[src/rtl/flag_offset_seq_pkg.sv]
package flag_offset_seq_pkg;

    typedef enum logic [1:0] {
        SEQ_E_LO = 2'd0,
        SEQ_E_HI = 2'd1,
        SEQ_F_LO = 2'd2,
        SEQ_F_HI = 2'd3
    } seq_t;

    localparam int PIECE_W = 8;

    function automatic seq_t seq_advance(input seq_t cur);
        seq_t nxt;
        unique case (cur)
            SEQ_E_LO: nxt = SEQ_E_HI;
            SEQ_E_HI: nxt = SEQ_F_LO;
            SEQ_F_LO: nxt = SEQ_F_HI;
            SEQ_F_HI: nxt = SEQ_E_LO;
            default:  nxt = SEQ_E_LO;
        endcase
        return nxt;
    endfunction

endpackage

[src/rtl/ofs_seq_ptr.sv]
module ofs_seq_ptr
    import flag_offset_seq_pkg::*;
(
    input  logic clk,
    input  logic rst_n,
    input  logic step,
    output seq_t cur
);

    seq_t state_q;
    seq_t state_d;

    // state register
    always_ff @(posedge clk) begin
        if (!rst_n) state_q <= SEQ_E_LO;
        else        state_q <= state_d;
    end

    // next state: one transition, "advance", on an accepted access
    always_comb begin
        state_d = state_q;
        if (step) begin
            unique case (state_q)
                SEQ_E_LO: state_d = SEQ_E_HI;
                SEQ_E_HI: state_d = SEQ_F_LO;
                SEQ_F_LO: state_d = SEQ_F_HI;
                SEQ_F_HI: state_d = SEQ_E_LO;
                default:  state_d = SEQ_E_LO;
            endcase
        end
    end

    // output
    always_comb cur = state_q;

    AST_PTR_WRAP: assert property (@(posedge clk) disable iff (!rst_n)
        (step && state_q == SEQ_F_HI) |=> (cur == SEQ_E_LO));

    AST_PTR_HOLD: assert property (@(posedge clk) disable iff (!rst_n)
        !step |=> $stable(cur));

endmodule

[src/rtl/ofs_store.sv]
module ofs_store
    import flag_offset_seq_pkg::*;
#(
    parameter int AW      = 10,
    parameter int DEF_OFS = 7
) (
    input  logic               clk,
    input  logic               rst_n,
    input  logic               we,
    input  seq_t               wsel,
    input  logic [PIECE_W-1:0] wdata,
    input  seq_t               rsel,
    output logic [PIECE_W-1:0] rbyte,
    output logic [AW-1:0]      empty_ofs,
    output logic [AW-1:0]      full_ofs
);

    localparam int HI_W = AW - PIECE_W;
    localparam logic [AW-1:0]      DEF_FULL = AW'(DEF_OFS);
    localparam logic [PIECE_W-1:0] DEF_LO   = DEF_FULL[PIECE_W-1:0];
    localparam logic [HI_W-1:0]    DEF_HI   = DEF_FULL[AW-1:PIECE_W];

    logic [PIECE_W-1:0] e_lo, f_lo;
    logic [HI_W-1:0]    e_hi, f_hi;

    always_ff @(posedge clk) begin
        if (!rst_n) begin
            e_lo <= DEF_LO;
            e_hi <= DEF_HI;
            f_lo <= DEF_LO;
            f_hi <= DEF_HI;
        end else if (we) begin
            unique case (wsel)
                SEQ_E_LO: e_lo <= wdata;
                SEQ_E_HI: e_hi <= wdata[HI_W-1:0];
                SEQ_F_LO: f_lo <= wdata;
                SEQ_F_HI: f_hi <= wdata[HI_W-1:0];
                default:  e_lo <= wdata;
            endcase
        end
    end

    always_comb begin
        unique case (rsel)
            SEQ_E_LO: rbyte = e_lo;
            SEQ_E_HI: rbyte = {{(PIECE_W-HI_W){1'b0}}, e_hi};
            SEQ_F_LO: rbyte = f_lo;
            SEQ_F_HI: rbyte = {{(PIECE_W-HI_W){1'b0}}, f_hi};
            default:  rbyte = e_lo;
        endcase
    end

    assign empty_ofs = {e_hi, e_lo};
    assign full_ofs  = {f_hi, f_lo};

    AST_NO_WRITE_HOLD: assert property (@(posedge clk) disable iff (!rst_n)
        !we |=> ($stable(empty_ofs) && $stable(full_ofs)));

    AST_ONE_PIECE: assert property (@(posedge clk) disable iff (!rst_n)
        we |=> ($countones({e_lo != $past(e_lo), e_hi != $past(e_hi),
                            f_lo != $past(f_lo), f_hi != $past(f_hi)}) <= 1));

endmodule

[src/rtl/flag_offset_seq.sv]
module flag_offset_seq
    import flag_offset_seq_pkg::*;
#(
    parameter int DEPTH   = 1024,
    parameter int DATA_W  = 9,
    parameter int DEF_OFS = 7
) (
    input  logic                     clk,
    input  logic                     rst_n,
    input  logic                     load_sel,
    input  logic                     wr_en,
    input  logic                     rd_en,
    input  logic                     prog_mode,
    input  logic [DATA_W-1:0]        din,
    output logic [$clog2(DEPTH)-1:0] empty_ofs,
    output logic [$clog2(DEPTH)-1:0] full_ofs,
    output logic [DATA_W-1:0]        rd_data
);

    localparam int AW   = $clog2(DEPTH);
    localparam int HI_W = AW - PIECE_W;

    initial begin
        AST_PARAM_RANGE: assert (HI_W >= 1 && HI_W < PIECE_W && DATA_W > PIECE_W);
    end

    logic               acc_ok;
    logic               do_wr;
    logic               do_rd;
    seq_t               wr_pos;
    seq_t               rd_pos;
    logic [PIECE_W-1:0] rbyte;
    logic               unused_top_bits;

    assign acc_ok = prog_mode && load_sel;
    assign do_wr  = acc_ok && wr_en;
    assign do_rd  = acc_ok && rd_en && !wr_en;   // write wins on collision

    assign unused_top_bits = ^din[DATA_W-1:PIECE_W];

    ofs_seq_ptr u_wr_ptr (
        .clk   (clk),
        .rst_n (rst_n),
        .step  (do_wr),
        .cur   (wr_pos)
    );

    ofs_seq_ptr u_rd_ptr (
        .clk   (clk),
        .rst_n (rst_n),
        .step  (do_rd),
        .cur   (rd_pos)
    );

    ofs_store #(
        .AW      (AW),
        .DEF_OFS (DEF_OFS)
    ) u_store (
        .clk       (clk),
        .rst_n     (rst_n),
        .we        (do_wr),
        .wsel      (wr_pos),
        .wdata     (din[PIECE_W-1:0]),
        .rsel      (rd_pos),
        .rbyte     (rbyte),
        .empty_ofs (empty_ofs),
        .full_ofs  (full_ofs)
    );

    always_ff @(posedge clk) begin
        if (!rst_n)     rd_data <= '0;
        else if (do_rd) rd_data <= DATA_W'(rbyte);
    end

    AST_MODE_OFF: assert property (@(posedge clk) disable iff (!rst_n)
        !prog_mode |=> ($stable(empty_ofs) && $stable(full_ofs) && $stable(rd_data)));

    AST_COLLIDE: assert property (@(posedge clk) disable iff (!rst_n)
        (prog_mode && load_sel && wr_en && rd_en) |=> $stable(rd_data));

    AST_TOP_ZERO: assert property (@(posedge clk) disable iff (!rst_n)
        rd_data[DATA_W-1:HI_W] == '0 || rd_data[DATA_W-1:PIECE_W] == '0);

    AST_NO_LOAD: assert property (@(posedge clk) disable iff (!rst_n)
        !load_sel |=> ($stable(empty_ofs) && $stable(full_ofs)));

endmodule

[config.mk]
export PLATFORM = sky130hd
export DESIGN_NAME = flag_offset_seq
export DESIGN_NICKNAME = d
export VERILOG_FILES = /design/src/rtl/flag_offset_seq_pkg.sv /design/src/rtl/ofs_seq_ptr.sv /design/src/rtl/ofs_store.sv /design/src/rtl/flag_offset_seq.sv
export SDC_FILE = /design/constraint.sdc
export NUM_CORES = 1
export LEC_CHECK = 0
export BUFFER_PORTS_ARGS = -buffer_cell sky130_fd_sc_hd__buf_2
export CORE_ASPECT_RATIO = 1.75
export CORE_UTILIZATION = 50
export DETAILED_ROUTE_END_ITERATION = 12
export GPL_ROUTABILITY_DRIVEN = 0
export PLACE_DENSITY = 0.81
export SYNTH_ARGS = -nofsm -noshare
export SYNTH_HDL_FRONTEND = slang
export SYNTH_SLANG_ARGS = --single-unit
[constraint.sdc]
create_clock -name clk -period 3.26 [get_ports clk]
set_input_delay 0.326 -clock clk [delete_from_list [all_inputs] [get_ports clk]]
set_output_delay 0.326 -clock clk [all_outputs]
set_load 0.02 [all_outputs]
==> results.ini, run 1 <==
[floorplan]
die_x_um=43.0
num_rows=25
io_pins=44
die-height_um=73.8
start_util=0.535
design.die.area_sq_um=3170
coreArea_sq_um=2750

[grt]
grt_max_degree=42
grt_usage=0.223
grt_pass1_wl_um=5260
grt_overflow=0
grt_pass1_vias=1246
antenna_found_initial=0

[logic_synthesis]
synth_top_family_by_area=simple AND/OR/NAND/NOR gates
synth_area_leader_cell=dfxtp_1
postSynthAreaPerCell_sq_um=8.81
syn_nets=191
yosysWarningCount=0
ys_top_cells_by_area=dfxtp_1 44%, nand2_1 11%, ha_1 7.7%, mux2i_1 6.1%, o21ai_0 3.7%
netlist_area_sq_um=1470
synth-compound-area-share=0.133
synthAdderAreaFrac=0.0765
synthMuxAreaShare=0.0612
synthCells=167
synthSimpleGateAreaFrac=0.224
synth_xor_area_frac=0
ys_seq_elements=32
yosysUniqueCellTypes=27
synth-seq-area-share=0.435
synth_top_area_frac=0.435

[finish]
layout.cells.most_common=nand2_1
num-nets-final=226
fin_util=0.623
fill_cells=258
drive_above_1_share=0.246
stdcell_area_sq_um=1720
stdcell_count=230
mostFrequentLayoutCells=42 x nand2_1, 41 x buf_2, 32 x dfxtp_1
antennaDiodeCount=0
syn_to_final_growth_pct=16.6

[power_and_ir_drop]
powerDensity_nw_per_um2=454
pwr-share-clk=0.400
total_power_uw=780
swShare=0.237
ir_drop_uv=338
leakage_nw=0.787
power_frac_comb=0.081
pwr-share-seq=0.520
p_int_uw=595
power.switching_uw=185

[setup_path]
end_kind=flop
r2r_start=u_rd_ptr.cur[0]$_SDFFE_PN0P_
start_kind=flop
crit_fanout=9
max_stage_delay_ns=0.38
rrSetupSlack_ns=1.73
critPathTopFamily=compound AO/OA/AOI/OAI gates
r2r_end=rd_data[1]$_SDFFE_PN0P_
path_buf_inv=1
path_cells=inv_1, ha_1, a22o_1, a211oi_1, o22ai_1
cpMaxStageDelayCell=dfxtp_1
required_ns=3.40
arrival_ns=1.67
worstSetupPathType=reg2reg
r2r_cells=5

[route]
drc=0
firstDrtPassIters=4
drt_iter0_markers=20
via_per_inst=5.47
wl_per_cell_um=14.1
routed_wl_um=3240
antenna_left=0
vias=1259

[clock_tree]
cts_resized=0
cts_tree=done
ctsHtreeMaxLevel=2
cts-root-buf=clkbuf_8
clk_pin_slew_worst_paths_ns=0.06
postCtsSetupRepairBufs=0
numCtsBuffers=5
insertion_delay_ns=0.29
clock_path_buffers=2
hold_buffers=0
numClockSinks=32

[worst_hold_path]
min_path_cells=3
hold_path_end=u_store.e_lo[6]$_SDFFE_PN0P_
hold_path_class=in2reg
hold_start=din[6]

[timing]
min_period_ns=1.53
fin_crit_sh=0.471
finClkSkew_ns=0.00281
worstMarginPinSlew_ns=0.649
slew_headroom=0.567
slew_violations=0
max_freq_ghz=0.652
fin_ws_ns=1.73
final.setup.tns_ns=0
hold_viol_final=0
setup_viol=0
whs_ns=0.269
rsz0062_at_grt=no

[place]
dpl-instance-area_sq_um=1630
io_buffer_count=41
place_ws_ns=1.65
placedCellCount=222
post-dp-hpwl_um=2300

[status]
status=finished, final reports clean

[flow_run]
cap_violations=0

cells in the mapped netlist:
master and number:
a21boi_0 5, inv_1 4, nand4_1 1, nand2_1 42, mux2i_1 9, conb_1 1, a22o_1 2, a211oi_1 2
and4b_1 1, ha_1 9, nand2b_1 2, buf_6 2, and3_2 1, nand3_1 10, buf_2 5, dfxtp_1 32
nor2_1 2, buf_8 1, and4_2 2, o22ai_1 2, buf_4 1, nand3b_1 6, o211a_1 2, clkbuf_1 4
nor2b_1 2, o21ai_0 11, a31oi_1 6
worst reg2reg max path, stage by stage (launching register included):
cell and delay [ns]:
dfxtp_1 0.38, inv_1 0.09, ha_1 0.33, a22o_1 0.23, a211oi_1 0.23, o22ai_1 0.13
routing by layer:
layer | share of wire | GRT usage | vias up
met5 | 0 | 0 | -
met4 | 0.023 | 0.145 | 0
met3 | 0.040 | 0.0663 | 8
met2 | 0.53 | 0.406 | 31
met1 | 0.41 | 0.209 | 585
li1 | - | - | 635
power by group through the flow:
stage | registers (mW) | logic (mW) | clock network [mW]
finish | 0.405 | 0.0629 | 0.312
global route | 0.406 | 0.0691 | 0.337
CTS | 0.405 | 0.0630 | 0.320
detailed placement | 0.414 | 0.0629 | 0
global placement | 0.413 | 0.0598 | 0
floorplan | 0.422 | 0.0346 | 0
kinds of logic (layout without fill, tap and decap cells):
logic type | count (synthesis) | after routing
buffers and inverters | 17 | 53
AO/OA/AOI/OAI | 30 | 30
AND/OR/NAND/NOR | 69 | 69
flip-flops | 32 | 32
other | 1 | 1
multiplexers | 9 | 9
adder cells (fa/ha/maj) | 9 | 9
how the worst max path moves through the flow:
stage,startpoint,cells after the start,end
floorplan,u_rd_ptr.cur[0]$_SDFFE_PN0P_,6,rd_data[0]$_SDFFE_PN0P_
global placement,wr_en,4,u_rd_ptr.cur[1]$_SDFFE_PN0P_
detailed placement,wr_en,4,rd_data[1]$_SDFFE_PN0P_
CTS,u_rd_ptr.cur[0]$_SDFFE_PN0P_,5,rd_data[1]$_SDFFE_PN0P_
global route,u_rd_ptr.cur[0]$_SDFFE_PN0P_,5,rd_data[1]$_SDFFE_PN0P_
finish,u_rd_ptr.cur[0]$_SDFFE_PN0P_,5,rd_data[1]$_SDFFE_PN0P_
final cells by class:
class | count | area [sq um] | area share
clock buffers | 8 | 90.1 | 0.0525
inverters | 4 | 15.0 | 0.00875
multi-input cells | 118 | 731 | 0.426
flip-flops and latches | 32 | 641 | 0.373
well taps | 27 | 33.8 | 0.0197
repair buffers | 41 | 205 | 0.120
flip-flops by register name (all words and copies together), names as in the netlist:
| signal | flops |
|---|---|
| rd_data | 8 |
| u_store.e_lo | 8 |
| u_store.f_lo | 8 |
| u_rd_ptr.cur | 2 |
| u_store.e_hi | 2 |
| u_store.f_hi | 2 |
| u_wr_ptr.cur | 2 |
Note: power is estimated with default switching activity, not from simulation.
==> inputs of run 2 (changes only) <==
--- a/config.mk
+++ b/config.mk
@@ -7,10 +7,10 @@
 export LEC_CHECK = 0
 export BUFFER_PORTS_ARGS = -buffer_cell sky130_fd_sc_hd__buf_2
 export CORE_ASPECT_RATIO = 1.75
-export CORE_UTILIZATION = 50
+export CORE_UTILIZATION = 45
 export DETAILED_ROUTE_END_ITERATION = 12
 export GPL_ROUTABILITY_DRIVEN = 0
-export PLACE_DENSITY = 0.81
+export PLACE_DENSITY = 0.77
 export SYNTH_ARGS = -nofsm -noshare
 export SYNTH_HDL_FRONTEND = slang
 export SYNTH_SLANG_ARGS = --single-unit
==> constraint.sdc (replaced) <==
create_clock -name clk -period 1.3 [get_ports clk]
set_input_delay 0.13 -clock clk [delete_from_list [all_inputs] [get_ports clk]]
set_output_delay 0.13 -clock clk [all_outputs]
set_load 0.02 [all_outputs]
==> run 2 against run 1 <==
- non-clock buffer count increased by 10
- routed wire length increased by 2.7%
- sequential share of layout area decreased by 2.2 points
- register-to-register slack got worse by 1.7 ns
- utilization decreased by 3.8 points
- cell area increased by 7.1%
- clock power increased to 2.5 times the previous value
- worst setup slack got worse by 1.7 ns
- fmax increased by 22%
- sequential cell count unchanged
- clock skew decreased by 0.00087 ns
- clock-buffer cell count unchanged
- critical endpoint is now rd_data[0]$_SDFFE_PN0P_
==> results.ini, run 2 (same netlist as run 1, synthesis figures left out) <==
[setup_path]
end_kind=flop
worstSetupPathType=reg2reg
required_ns=1.47  ; -1.93 ns
start_kind=flop
arrival_ns=1.42  ; -0.25 ns
r2r_start=u_rd_ptr.cur[1]$_SDFFE_PN0P_
crit_fanout=4  ; -5
critPathLaunch=u_rd_ptr.cur[1]$_SDFFE_PN0P_
rrSetupSlack_ns=0.04  ; -1.68 ns
crit_end=rd_data[0]$_SDFFE_PN0P_
r2r_end=rd_data[0]$_SDFFE_PN0P_
r2r_cells=5  ; unchanged
max_stage_delay_ns=0.35  ; -0.03 ns
path_cells=inv_1, ha_1, a22o_1, a211oi_1, o22ai_1
cpMaxStageDelayCell=dfxtp_2

[route]
routed_wl_um=3320  ; +2.7%
drc=0  ; unchanged
drt_iter0_markers=10  ; -50%
vias=1294  ; +2.8%
wl_per_cell_um=13.0  ; -7.8%
antenna_left=0  ; unchanged
via_per_inst=5.05  ; -7.7%
firstDrtPassIters=4  ; unchanged

[grt]
grt_max_degree=42  ; unchanged
grtUsageMet3=0.0488  ; -0.0175
grt_pass1_wl_um=5350  ; +1.8%
met1_usage=0.230  ; +0.0204
grtUsageMet2=0.352  ; -0.0535
busiest_layer=met2
grt_usage=0.206  ; -0.0171
grt_overflow=0  ; unchanged
antenna_found_initial=0  ; unchanged
grt_pass1_vias=1214  ; -2.6%

[finish]
syn_to_final_growth_pct=24.9
layout.cells.most_common=nand2_1
drive_above_1_share=0.315  ; +0.0682
fin_util=0.585  ; -0.0382
fill_cells=303  ; +17%
stdcell_count=256  ; +11%
antennaDiodeCount=0  ; unchanged
reg_top3=rd_data: 8 flops, u_store.e_lo: 8 flops, u_store.f_lo: 8 flops
seq_area_sq_um=646  ; +0.78%
mostFrequentLayoutCells=42 x nand2_1, 41 x buf_2, 28 x dfxtp_1
multiInputGateArea_sq_um=741  ; +1.4%
num-nets-final=236  ; +4.4%
stdcell_area_sq_um=1840  ; +7.1%

[clock_tree]
cts_tree=done
insertion_delay_ns=0.28  ; about the same
numCtsBuffers=5  ; unchanged
clk_pin_slew_worst_paths_ns=0.06  ; about the same
ctsHtreeMaxLevel=2  ; unchanged
numClockSinks=32  ; unchanged
cts-root-buf=clkbuf_8
hold_buffers=0  ; unchanged
clock_path_buffers=2  ; unchanged

[place]
io_buffer_count=41  ; unchanged
placedCellCount=247  ; +11%
place_ws_ns=-0.0587  ; -1.71 ns
post-dp-hpwl_um=2300  ; -0.14%
dpl-instance-area_sq_um=1730  ; +6.4%

[floorplan]
die-height_um=77.6  ; +5.3%
io_pins=44  ; unchanged
coreArea_sq_um=3140  ; +14%
die_x_um=45.2  ; +5.2%
design.die.area_sq_um=3510  ; +11%
start_util=0.468  ; -0.0662
num_rows=27  ; +8.0%

[timing]
min_period_ns=1.26  ; -0.279 ns
slew_violations=0  ; unchanged
finClkSkew_ns=0.00193  ; -0.000872 ns
setup_viol=0  ; unchanged
max_freq_ghz=0.797  ; +22%
fin_crit_sh=0.966  ; +0.495
final.setup.tns_ns=0  ; unchanged
hold_viol_final=0  ; unchanged
whs_ns=0.0738  ; -0.196 ns
fin_ws_ns=0.0445  ; -1.68 ns

[worst_hold_path]
hold_path_class=in2reg
hold_start=din[2]

[power_and_ir_drop]
total_power_mw=1.98  ; +150%
leakage_nw=0.843  ; +7.1%
powerDensity_nw_per_um2=1080  ; +140%
ir_drop_uv=807  ; +140%

[flow_run]
cap_violations=0  ; unchanged

[status]
status=finished, final reports clean

## run 2: power breakdown
part	switching (mW)	internal [mW]
clock network	0.355	0.431
registers	0.0135	1.00
logic	0.106	0.0748
## run 2: repair_timing
item	in CTS	in global routing
endpoints found under the setup margin	13	11
gates cloned	0	0
resized for setup	3	3
setup buffers	0	1
pin swaps	0	1
## run 2: critical path, delay by kind of cell (launching register included)
| kind | cells | cell delay, ns |
|---|---|---|
| compound gates | 3 | 0.52 |
| fa+ha+maj | 1 | 0.21 |
| buf+inv | 1 | 0.06 |
| flops | 1 | 0.35 |
## run 2: how the worst min path moves through the flow
stage	endpoint	slack [ns]	cells after the start
6_report	u_store.f_lo[2]$_SDFFE_PN1P_	0.07	3
2_1_floorplan	u_store.f_lo[0]$_SDFFE_PN1P_	0.25	2
4_1_cts	u_store.f_lo[2]$_SDFFE_PN1P_	0.07	3
3_3_place_gp	u_store.e_lo[6]$_SDFFE_PN0P_	0.37	3
5_1_grt	u_store.e_lo[2]$_SDFFE_PN1P_	0.09	3
3_5_place_dp	u_store.f_lo[2]$_SDFFE_PN1P_	0.37	3
## run 2: area by class of cell
type	count	share of cell area
multi-input cells	118	0.403
flip-flops and latches	32	0.351
repair buffers	51	0.159
clock buffers	8	0.0490
well taps	43	0.0293
inverters	4	0.00817
## run 2: layer usage
layer,vias up,part of all wire
li1,654,-
met1,604,0.42
met2,29,0.52
met3,7,0.035
met4,0,0.023
met5,-,0
==> inputs of run 3 (changes only) <==
--- a/config.mk
+++ b/config.mk
@@ -11,6 +11,7 @@
 export DETAILED_ROUTE_END_ITERATION = 12
 export GPL_ROUTABILITY_DRIVEN = 0
 export PLACE_DENSITY = 0.77
+export RECOVER_POWER = 25
 export SYNTH_ARGS = -nofsm -noshare
 export SYNTH_HDL_FRONTEND = slang
 export SYNTH_SLANG_ARGS = --single-unit
==> run 3 against run 2 <==
- clock power is essentially flat
- fmax is essentially flat
- critical endpoint unchanged
- worst setup slack lost 0.00064 ns
- die area is the same
- first-iteration DRC count grew 10%
- largest power group unchanged
- via count grew 0.39%
- hold slack is essentially flat
- clock-buffer cell count is the same
- critical path type unchanged
==> results.ini, run 3 (same netlist as run 1, synthesis figures left out) <==
[grt]
grt_overflow=0  ; unchanged
grt_max_degree=42  ; unchanged
grt_pass1_vias=1214  ; unchanged
grt_usage=0.206  ; unchanged
grt_pass1_wl_um=5350  ; unchanged
antenna_found_initial=0  ; unchanged

[setup_path]
required_ns=1.47  ; about the same
path_buf_inv=1  ; unchanged
arrival_ns=1.42  ; about the same
critPathTopFamily=compound AO/OA/AOI/OAI gates
cpMaxStageDelayCell=dfxtp_2
critPathLaunch=u_rd_ptr.cur[1]$_SDFFE_PN0P_
start_kind=flop
end_kind=flop
worstSetupPathType=reg2reg
path_cells=inv_1, ha_1, a22o_1, a211oi_1, o22ai_1
r2r_start=u_rd_ptr.cur[1]$_SDFFE_PN0P_
max_stage_delay_ns=0.35  ; about the same
crit_fanout=4  ; unchanged

[route]
firstDrtPassIters=4  ; unchanged
vias=1299  ; +0.39%
routed-wl-met2_um=1750  ; +0.11%
routed_wl_um=3320  ; about the same
drc=0  ; unchanged
met3_length_um=128  ; +8.5%
wl_per_cell_um=13.0  ; about the same
top_layer_used=met4
antenna_left=0  ; unchanged
met1_length_um=1370  ; -0.94%
via_per_inst=5.07  ; +0.39%
drt_iter0_markers=11  ; +1

[timing]
fin_crit_sh=0.966  ; about the same
setup_viol=0  ; unchanged
min_period_ns=1.26  ; +0.000643 ns
finClkSkew_ns=0.00256  ; +0.000623 ns
max_freq_ghz=0.796  ; about the same
slew_violations=0  ; unchanged
final.setup.tns_ns=0  ; unchanged
hold_viol_final=0  ; unchanged

[clock_tree]
clock_path_buffers=2  ; unchanged
clk_pin_slew_worst_paths_ns=0.07  ; about the same
insertion_delay_ns=0.28  ; about the same
numClockSinks=32  ; unchanged
cts_tree=done
numCtsBuffers=5  ; unchanged
ctsHtreeMaxLevel=2  ; unchanged
cts-root-buf=clkbuf_8

[finish]
layout.cells.most_common=nand2_1
drive_above_1_share=0.249  ; -0.0657
stdcell_count=256  ; unchanged
reg_top3=rd_data: 8 flops, u_store.e_lo: 8 flops, u_store.f_lo: 8 flops
mostFrequentLayoutCells=42 x nand2_1, 28 x dfxtp_1, 27 x buf_2
fin_util=0.579  ; -0.00558
fill_cells=303  ; unchanged
num-nets-final=236  ; unchanged
syn_to_final_growth_pct=23.7
antennaDiodeCount=0  ; unchanged

[status]
status=finished, final reports clean

[power_and_ir_drop]
leakage_nw=0.786  ; -6.7%
ir_drop_uv=811  ; +0.47%
powerDensity_nw_per_um2=1090  ; +0.85%

[place]
post-dp-hpwl_um=2300  ; unchanged
placedCellCount=247  ; unchanged
io_buffer_count=41  ; unchanged

[flow_run]
cap_violations=0  ; unchanged

[floorplan]
die-height_um=77.6  ; unchanged
die_x_um=45.2  ; unchanged
design.die.area_sq_um=3510  ; unchanged
start_util=0.468  ; unchanged
io_pins=44  ; unchanged
num_rows=27  ; unchanged
coreArea_sq_um=3140  ; unchanged

[worst_hold_path]
hold_start=din[2]
hold_path_class=in2reg

-- run 3: worst reg2reg max path, stage by stage (launching register included) --
cell and delay, ns:
dfxtp_2 0.35, inv_1 0.07, ha_1 0.21, a22o_1 0.24, a211oi_1 0.17, o22ai_1 0.11
-- run 3: worst paths after layout --
check,endpoint,slack (ns),cells past startpoint
setup / recovery,rd_data[0]$_SDFFE_PN0P_,0.04,5
hold / removal,u_store.f_lo[2]$_SDFFE_PN1P_,0.07,3
setup reg to reg,rd_data[0]$_SDFFE_PN0P_,0.04,5
hold reg to reg,rd_data[0]$_SDFFE_PN0P_,0.47,2
-- run 3: metrics by stage --
step / setup WS (ns) / hold WS, ns / power, mW / cell area [sq um]
3_3_place_gp: -0.0263 / 0.367 / 1.21 / 1730
3_5_place_dp: -0.0587 / 0.365 / 1.21 / 1730
5_1_grt: -0.0245 / 0.0904 / 2.04 / 1820
2_1_floorplan: 0.00107 / 0.253 / 1.15 / 1480
4_1_cts: 0.0129 / 0.0723 / 1.99 / 1820
6_report: 0.0439 / 0.0736 / 1.98 / 1820
-- run 3: layout make-up --
cell class | instances | area [sq um] | area share
multi-input combinational | 118 | 741 | 0.407
clock buffer | 8 | 90.1 | 0.0495
inverter | 4 | 15.0 | 0.00825
sequential | 32 | 646 | 0.355
tap | 43 | 53.8 | 0.0296
timing repair buffer | 51 | 275 | 0.151
-- run 3: what timing repair did --
item | in CTS | in global routing
setup buffers | 0 | 1
pin swaps | 0 | 1
resized for setup | 3 | 3
hold buffers | 0 | 0
endpoints found under the setup margin | 13 | 11
-- run 3: routing by layer --
metal	track usage	vias to the layer above
met2	0.352	33
met4	0.0909	0
met5	0	-
met3	0.0488	7
met1	0.230	604
li1	-	655
-- run 3: where the power goes --
part | switching, mW | internal [mW] | leakage (nW)
logic | 0.106 | 0.0713 | 0.479
registers | 0.0138 | 1.00 | 0.261
clock network | 0.356 | 0.431 | 0.0455
total | 0.476 | 1.51 | 0.786
